==> src/rtl/afilt_pkg.sv <==
package afilt_pkg;
  // Slot layout of the setup buffer: fixed by the buffer format.
  localparam int SLOT_BYTES = 12;
  localparam int ADDR_BYTES = 6;
  localparam int ADDR_W     = 8 * ADDR_BYTES;

  typedef logic [3:0]      slot_off_t;
  typedef logic [2:0]      byte_pos_t;
  typedef logic [ADDR_W-1:0] mac_t;

  // Offsets 0,1,4,5,8,9 carry address bytes; the rest are padding.
  function automatic logic slot_keep(input slot_off_t off);
    return (off[1] == 1'b0) && (off < slot_off_t'(SLOT_BYTES));
  endfunction

  // Kept offsets map, in order, to address bytes 0..5.
  function automatic byte_pos_t slot_pos(input slot_off_t off);
    return {off[3:2], off[0]};
  endfunction
endpackage

==> src/rtl/afilt_setup_loader.sv <==
module afilt_setup_loader
  import afilt_pkg::*;
#(
  parameter int ENTRIES = 16
) (
  input  logic                      clk,
  input  logic                      rst,
  input  logic                      setup_valid,
  input  logic [7:0]                setup_data,
  input  logic                      setup_last,
  output logic                      setup_ready,
  output logic                      commit,
  output logic                      setup_done,
  output logic                      setup_loaded,
  output logic [ENTRIES*ADDR_W-1:0] shadow_flat
);
  localparam int ENT_W = $clog2(ENTRIES + 1);
  localparam int IDX_W = (ENTRIES > 1) ? $clog2(ENTRIES) : 1;

  slot_off_t        slot_q;
  logic [ENT_W-1:0] ent_q;
  logic             pend_q;
  logic             pend_ok_q;

  // Staging copy: written one byte per cycle, no reset, RAM-friendly.
  logic [7:0] shadow_q [ENTRIES][ADDR_BYTES];

  logic take, slot_end, ent_full, final_byte;
  assign take       = setup_valid && !pend_q;
  assign slot_end   = (slot_q == slot_off_t'(SLOT_BYTES - 1));
  assign ent_full   = (ent_q == ENT_W'(ENTRIES));
  assign final_byte = (ent_q == ENT_W'(ENTRIES - 1)) && slot_end;

  assign setup_ready = !pend_q;
  assign commit      = pend_q && pend_ok_q;

  always_ff @(posedge clk) begin
    if (rst) begin
      slot_q       <= '0;
      ent_q        <= '0;
      pend_q       <= 1'b0;
      pend_ok_q    <= 1'b0;
      setup_done   <= 1'b0;
      setup_loaded <= 1'b0;
    end else begin
      pend_q       <= take && setup_last;
      pend_ok_q    <= take && setup_last && final_byte;
      setup_done   <= pend_q;
      setup_loaded <= pend_q && pend_ok_q;
      if (take) begin
        if (setup_last) begin
          slot_q <= '0;
          ent_q  <= '0;
        end else if (slot_end) begin
          slot_q <= '0;
          if (!ent_full) ent_q <= ent_q + 1'b1;
        end else begin
          slot_q <= slot_q + 1'b1;
        end
      end
    end
  end

  always_ff @(posedge clk) begin
    if (take && !ent_full && slot_keep(slot_q))
      shadow_q[ent_q[IDX_W-1:0]][slot_pos(slot_q)] <= setup_data;
  end

  always_comb begin
    for (int e = 0; e < ENTRIES; e++)
      for (int b = 0; b < ADDR_BYTES; b++)
        shadow_flat[e*ADDR_W + b*8 +: 8] = shadow_q[e][b];
  end
endmodule

==> src/rtl/afilt_cam.sv <==
module afilt_cam
  import afilt_pkg::*;
#(
  parameter int ENTRIES = 16
) (
  input  logic                      clk,
  input  logic                      rst,
  input  logic                      commit,
  input  logic [ENTRIES*ADDR_W-1:0] shadow_flat,
  input  mac_t                      lookup_da,
  output logic                      hit_any
);
  logic [ENTRIES-1:0] hit;

  for (genvar e = 0; e < ENTRIES; e++) begin : g_entry
    mac_t live_q;
    always_ff @(posedge clk) begin
      if (rst)         live_q <= '0;
      else if (commit) live_q <= shadow_flat[e*ADDR_W +: ADDR_W];
    end
    assign hit[e] = (live_q == lookup_da);
  end

  assign hit_any = |hit;
endmodule

==> src/rtl/afilt_decide.sv <==
module afilt_decide
  import afilt_pkg::*;
#(
  parameter int LEN_W   = 16,
  parameter int MIN_LEN = 14,
  parameter int MAX_LEN = 2048
) (
  input  logic             clk,
  input  logic             rst,
  input  logic             frm_valid,
  input  logic [LEN_W-1:0] frm_len,
  input  mac_t             frm_da,
  input  logic             hit_any,
  input  logic             mode_promisc,
  input  logic             mode_rx_all,
  input  logic             mode_pass_mcast,
  input  logic             mode_inverse,
  output logic             dec_valid,
  output logic             dec_accept,
  output logic             dec_filter_fail,
  output logic             dec_mcast
);
  logic len_ok, is_bcast, is_group;
  logic acc_d, ff_d, mf_d;

  assign len_ok   = (frm_len >= LEN_W'(MIN_LEN)) && (frm_len <= LEN_W'(MAX_LEN));
  assign is_bcast = &frm_da;
  assign is_group = frm_da[0];

  // Priority: length, broadcast, bypass modes, multicast, exact match.
  always_comb begin
    acc_d = 1'b0;
    ff_d  = 1'b0;
    mf_d  = 1'b0;
    if (!len_ok) begin
      acc_d = 1'b0;
    end else if (is_bcast) begin
      acc_d = 1'b1;
    end else if (mode_promisc || mode_rx_all) begin
      acc_d = 1'b1;
      ff_d  = 1'b1;
    end else if (mode_pass_mcast && is_group) begin
      acc_d = 1'b1;
      mf_d  = 1'b1;
    end else begin
      acc_d = hit_any ^ mode_inverse;
    end
  end

  always_ff @(posedge clk) begin
    if (rst) begin
      dec_valid       <= 1'b0;
      dec_accept      <= 1'b0;
      dec_filter_fail <= 1'b0;
      dec_mcast       <= 1'b0;
    end else begin
      dec_valid       <= frm_valid;
      dec_accept      <= frm_valid && acc_d;
      dec_filter_fail <= frm_valid && ff_d;
      dec_mcast       <= frm_valid && mf_d;
    end
  end
endmodule

==> src/rtl/rx_addr_filter.sv <==
module rx_addr_filter
  import afilt_pkg::*;
#(
  parameter int ENTRIES = 16,
  parameter int LEN_W   = 16,
  parameter int MIN_LEN = 14,
  parameter int MAX_LEN = 2048
) (
  input  logic             clk,
  input  logic             rst,
  input  logic             mode_promisc,
  input  logic             mode_rx_all,
  input  logic             mode_pass_mcast,
  input  logic             mode_inverse,
  input  logic             setup_valid,
  output logic             setup_ready,
  input  logic [7:0]       setup_data,
  input  logic             setup_last,
  output logic             setup_done,
  output logic             setup_loaded,
  input  logic             frm_valid,
  input  logic [LEN_W-1:0] frm_len,
  input  logic [47:0]      frm_da,
  output logic             dec_valid,
  output logic             dec_accept,
  output logic             dec_filter_fail,
  output logic             dec_mcast
);
  logic                      commit;
  logic                      hit_any;
  logic [ENTRIES*ADDR_W-1:0] shadow_flat;

  afilt_setup_loader #(.ENTRIES(ENTRIES)) u_loader (
    .clk          (clk),
    .rst          (rst),
    .setup_valid  (setup_valid),
    .setup_data   (setup_data),
    .setup_last   (setup_last),
    .setup_ready  (setup_ready),
    .commit       (commit),
    .setup_done   (setup_done),
    .setup_loaded (setup_loaded),
    .shadow_flat  (shadow_flat)
  );

  afilt_cam #(.ENTRIES(ENTRIES)) u_cam (
    .clk         (clk),
    .rst         (rst),
    .commit      (commit),
    .shadow_flat (shadow_flat),
    .lookup_da   (frm_da),
    .hit_any     (hit_any)
  );

  afilt_decide #(.LEN_W(LEN_W), .MIN_LEN(MIN_LEN), .MAX_LEN(MAX_LEN)) u_decide (
    .clk             (clk),
    .rst             (rst),
    .frm_valid       (frm_valid),
    .frm_len         (frm_len),
    .frm_da          (frm_da),
    .hit_any         (hit_any),
    .mode_promisc    (mode_promisc),
    .mode_rx_all     (mode_rx_all),
    .mode_pass_mcast (mode_pass_mcast),
    .mode_inverse    (mode_inverse),
    .dec_valid       (dec_valid),
    .dec_accept      (dec_accept),
    .dec_filter_fail (dec_filter_fail),
    .dec_mcast       (dec_mcast)
  );
endmodule

==> config.mk <==
export PLATFORM = sky130hd
export DESIGN_NAME = rx_addr_filter
export DESIGN_NICKNAME = d
export VERILOG_FILES = /design/src/rtl/afilt_pkg.sv /design/src/rtl/afilt_setup_loader.sv /design/src/rtl/afilt_cam.sv /design/src/rtl/afilt_decide.sv /design/src/rtl/rx_addr_filter.sv
export SDC_FILE = /design/constraint.sdc
export NUM_CORES = 2
export LEC_CHECK = 0
export BUFFER_PORTS_ARGS = -buffer_cell sky130_fd_sc_hd__buf_2
export CORE_UTILIZATION = 50
export CTS_CLUSTER_DIAMETER = 100
export DETAILED_ROUTE_END_ITERATION = 8
export PLACE_DENSITY = 0.68
export SYNTH_ARGS = -nofsm -noshare
export SYNTH_HDL_FRONTEND = slang
export SYNTH_SLANG_ARGS = --single-unit
==> constraint.sdc <==
create_clock -name clk -period 2.64 [get_ports clk]
set_clock_uncertainty 0.15 [all_clocks]
set_input_delay 0 -clock clk [delete_from_list [all_inputs] [get_ports clk]]
set_output_delay 0 -clock clk [all_outputs]
set_load 0.1 [all_outputs]
==> impl_metrics.py <==
metrics = {
    "layout": {
        "final_cell_area_sq_mm": 0.0698,
        "drive_gt1_share_pct": 12.4,
        "instances_no_fill": 7484,
        "diodes": 0,
        "fillCellCount": 9583,
        "nets": 5839,
        "utilization_pct": 59.0,
        "syn2layout_area_growth_pct": 16.5,
    },
    "logic_synthesis": {
        "synth_warnings": 0,
        "syn_area_per_cell_sq_um": 11.0,
        "synth-seq-cells": 1553,
        "seq_area_frac_synth_pct": 64.7,
        "syn_area_sq_mm": 0.0600,
        "synth_nets": 5550,
        "synth_cell_types": 38,
        "syn-instance-count": 5463,
    },
    "setup_path": {
        "crit_path_end": "u_decide.dec_accept",
        "startpoint_type": "flip-flop",
        "crit_arrival_ns": 3.19,
        "critPathCaptureType": "flip-flop",
        "r2r_start": "u_cam.g_entry[7].live_q[5]",
        "cp.required_ns": 3.15,
        "rr_worst_depth": 8,
        "crit_start": "u_cam.g_entry[7].live_q[5]",
        "r2r_slack_ns": -0.04,
        "critPathKind": "flip-flop to flip-flop",
        "reg2reg_to": "u_decide.dec_accept",
        "critPathMaxFanout": 2,
    },
    "power_and_ir_drop": {
        "power.density_mw_per_mm2": 709,
        "leakagePower_nw": 25.4,
        "worst_ir_drop_vdd_v": 0.000585,
        "power.total_mw": 49.5,
    },
    "timing": {
        "period_needed_ns": 2.68,
        "hold_viol_final": 0,
        "worst_pin_slew_ns": 0.858,
        "rsz0062_at_grt": "no",
        "setup_viol": 1,
        "relSlewSlack_pct": 42.8,
        "report.final.slew_viol_count": 0,
        "finalCritPeriodShare_pct": 101,
        "fin_ws_ns": -0.0394,
        "fmax_mhz": 373,
    },
    "route": {
        "via_per_inst": 5.79,
        "drcViolationCount": 0,
        "postRouteAntennaNets": 0,
        "first_pass_iters": 6,
        "vias": 43300,
        "dr.first_iter.drc_count": 5507,
        "wl_per_cell_um": 26.5,
        "wirelength_mm": 198,
    },
    "floorplanning": {
        "die_w_um": 348,
        "start_util_pct": 50.6,
        "rows": 126,
        "die_y_um": 348,
        "io_pins": 88,
        "dieArea_sq_mm": 0.121,
        "core_area_sq_mm": 0.118,
    },
    "global_routing": {
        "grtUsageTotal_pct": 32.2,
        "grt_pass1_wl_mm": 281,
        "grt_max_degree": 125,
        "grt_pass1_vias": 40800,
        "antenna_found_initial": 3,
        "grt_overflow": 0,
    },
    "clock_tree": {
        "post-cts-setup-buffers": 0,
        "cts_buffers": 156,
        "cts.sinks": 1553,
        "cts_root_buf": "clkbuf_16",
        "clk-insertion-delay-late_ns": 0.77,
        "clock_path_buffers": 3,
        "cts_tree": "yes",
        "htree_levels": 4,
        "clkTransAtPathRegs_ns": 0.07,
    },
    "run": {
        "cap_viol_max_count": 0,
    },
    "placed_design": {
        "io_buffer_count": 87,
        "dpl_cell_area_sq_mm": 0.0644,
        "place_congestion": 0.911,
        "dp_hpwl_mm": 121,
        "dp_cells": 7165,
        "dp_slack_ns": -0.496,
    },
    "run_status": {
        "violations": "setup timing",
        "status": "complete, but fails checks",
    },
    "min_path": {
        "hold_class": "primary input to flip-flop",
    },
}
[cell usage in the layout, fill, tap and decap left out, types with 2 or more instances in the layout]
cell           netlist  layout
clkinv_16            0       5
inv_1                8       7
clkbuf_1           254      49
clkinv_2             0      30
dlygate4sd3_1        0      29
o21ai_0              3       3
edfxtp_1           768     768
clkinvlp_4           0       3
ha_1                 6       6
a22oi_1              2       2
nor3_1              16      14
a2111oi_4            2       2
clkinv_1             0       9
and2_1               4       3
clkbuf_16            0     158
bufinv_16            0       5
nor2b_1              7       7
nand3_1              6       6
buf_12               6      96
buf_4                7     288
inv_6                0       3
nor4_2               0       5
clkbuf_8             0      22
nand4_1             62      62
nand2_1           1564    1563
clkinv_8             0       5
nor4_1             202     197
a21oi_1            771     771
nor2_2               0      14
xor2_1             766     764
buf_2                9      78
nor2_1             110      95
nor3_2               3       4
xor2_2               4       6
dfxtp_1            785     785
[cells by family (layout without fill, tap and decap cells)]
group | after synthesis | in the layout | synth area share (%)
AOI/OAI and AO/OA | 783 | 783 | 6.65
xor gates and xnor gates | 771 | 771 | 11.3
adders and majority gates | 6 | 6 | 0.125
buffers and inverters | 370 | 791 | 3.57
DFF | 1553 | 1553 | 64.7
muxes | 1 | 1 | 0.0167
and+or+nand+nor | 1979 | 1979 | 13.6
[synthesized netlist by cell type]
library cell | instances | area, sq um
nand2_1 | 1564 | 5870
dfxtp_1 | 785 | 15700
a21oi_1 | 771 | 3860
edfxtp_1 | 768 | 23100
xor2_1 | 766 | 6710
clkbuf_1 | 254 | 953
nor4_1 | 202 | 1260
nor2_1 | 110 | 413
buf_6 | 78 | 878
nand4_1 | 62 | 388
nor3_1 | 16 | 80.1
buf_2 | 9 | 45.0
inv_1 | 8 | 30.0
buf_4 | 7 | 52.6
nor2b_1 | 7 | 43.8
buf_12 | 6 | 120
ha_1 | 6 | 75.1
nand3_1 | 6 | 30.0
buf_1 | 5 | 18.8
and2_1 | 4 | 25.0
xor2_2 | 4 | 65.1
buf_8 | 3 | 45.0
nor3_2 | 3 | 30.0
o21ai_0 | 3 | 15.0
a2111oi_4 | 2 | 55.1
a22oi_1 | 2 | 15.0
a211oi_1 | 1 | 7.51
a311o_1 | 1 | 10.0
a31oi_1 | 1 | 6.26
a32oi_1 | 1 | 8.76
and4_1 | 1 | 8.76
mux2i_1 | 1 | 10.0
nand3b_1 | 1 | 7.51
nor3b_1 | 1 | 7.51
nor4b_1 | 1 | 8.76
o211a_1 | 1 | 10.0
or4_1 | 1 | 7.51
xnor2_1 | 1 | 8.76
[repair_timing]
item	in CTS	in global routing
gates cloned	0	0
gates resized for setup	5	8
setup endpoints to repair	1	22
hold endpoints to repair	1504	0
hold buffers	29	0
[worst min-delay path by stage]
stage	slack, ns	from	to	cells after the start
after floorplan	-0.05	setup_data[0]	u_loader.shadow_q[0][0]	0
after global placement	0.09	mode_promisc	u_decide.dec_filter_fail	2
after detailed placement	0.1	mode_promisc	u_decide.dec_filter_fail	2
after CTS	0.01	setup_data[1]	u_loader.shadow_q[11][1]	2
after global routing	0.03	setup_data[1]	u_loader.shadow_q[11][17]	2
final	0.05	setup_last	u_loader.slot_q[0]	5
[power by group]
part / switching (mW) / internal (mW) / total, mW / leakage [nW]
combinational: 1.75 / 0.670 / 2.42 / 9.70
sequential: 0.00655 / 25.3 / 25.3 / 13.2
clock: 9.56 / 12.3 / 21.8 / 2.48
[layer usage]
metal  track usage [%]  vias to the layer above  routed length (um)  share of wire, %
li1                  -                    19000                   -                 -
met1              42.6                    21300               75500                38
met2              50.2                     2536               89500                45
met3              6.13                      540               21500                11
met4              17.3                        2               11600               5.9
met5                 0                        -                  20             0.010
[through the flow]
stage                     setup TNS, ns  hold slack [ns]
after global routing                  0           0.0273
after floorplan                   -6.88          -0.0511
final                           -0.0394           0.0535
after detailed placement         -0.496           0.0997
after global placement           -0.518           0.0912
after CTS                             0           0.0101
[worst max-delay path, stage by stage (launching register included)]
cell     delay [ns]
dfxtp_1        0.48
xor2_1         0.29
nor4_1         0.09
nand4_1        0.11
nor3_2         0.06
nor4_2         0.69
nand4_1        0.27
xnor2_1        0.28
a31oi_1        0.12
[cell type report]
| cell class | count | area, sq um | share of cell area [%] |
|---|---|---|---|
| clock inverters | 61 | 633 | 0.907 |
| multi-input cells | 3540 | 19200 | 27.4 |
| clock buffers | 229 | 4440 | 6.36 |
| flip-flops and latches | 1553 | 38800 | 55.5 |
| inverters | 8 | 33.8 | 0.0484 |
| repair buffers | 493 | 4790 | 6.86 |
| well taps | 1600 | 2000 | 2.87 |
[sequential cells by signal (all words and copies together), names as in the netlist, 4 cells and up]
register              count
u_cam.g_entry.live_q    768
u_loader.ent_q            5
u_loader.shadow_q       768
u_loader.slot_q           4
No activity file was read; power rests on OpenSTA's default activity.
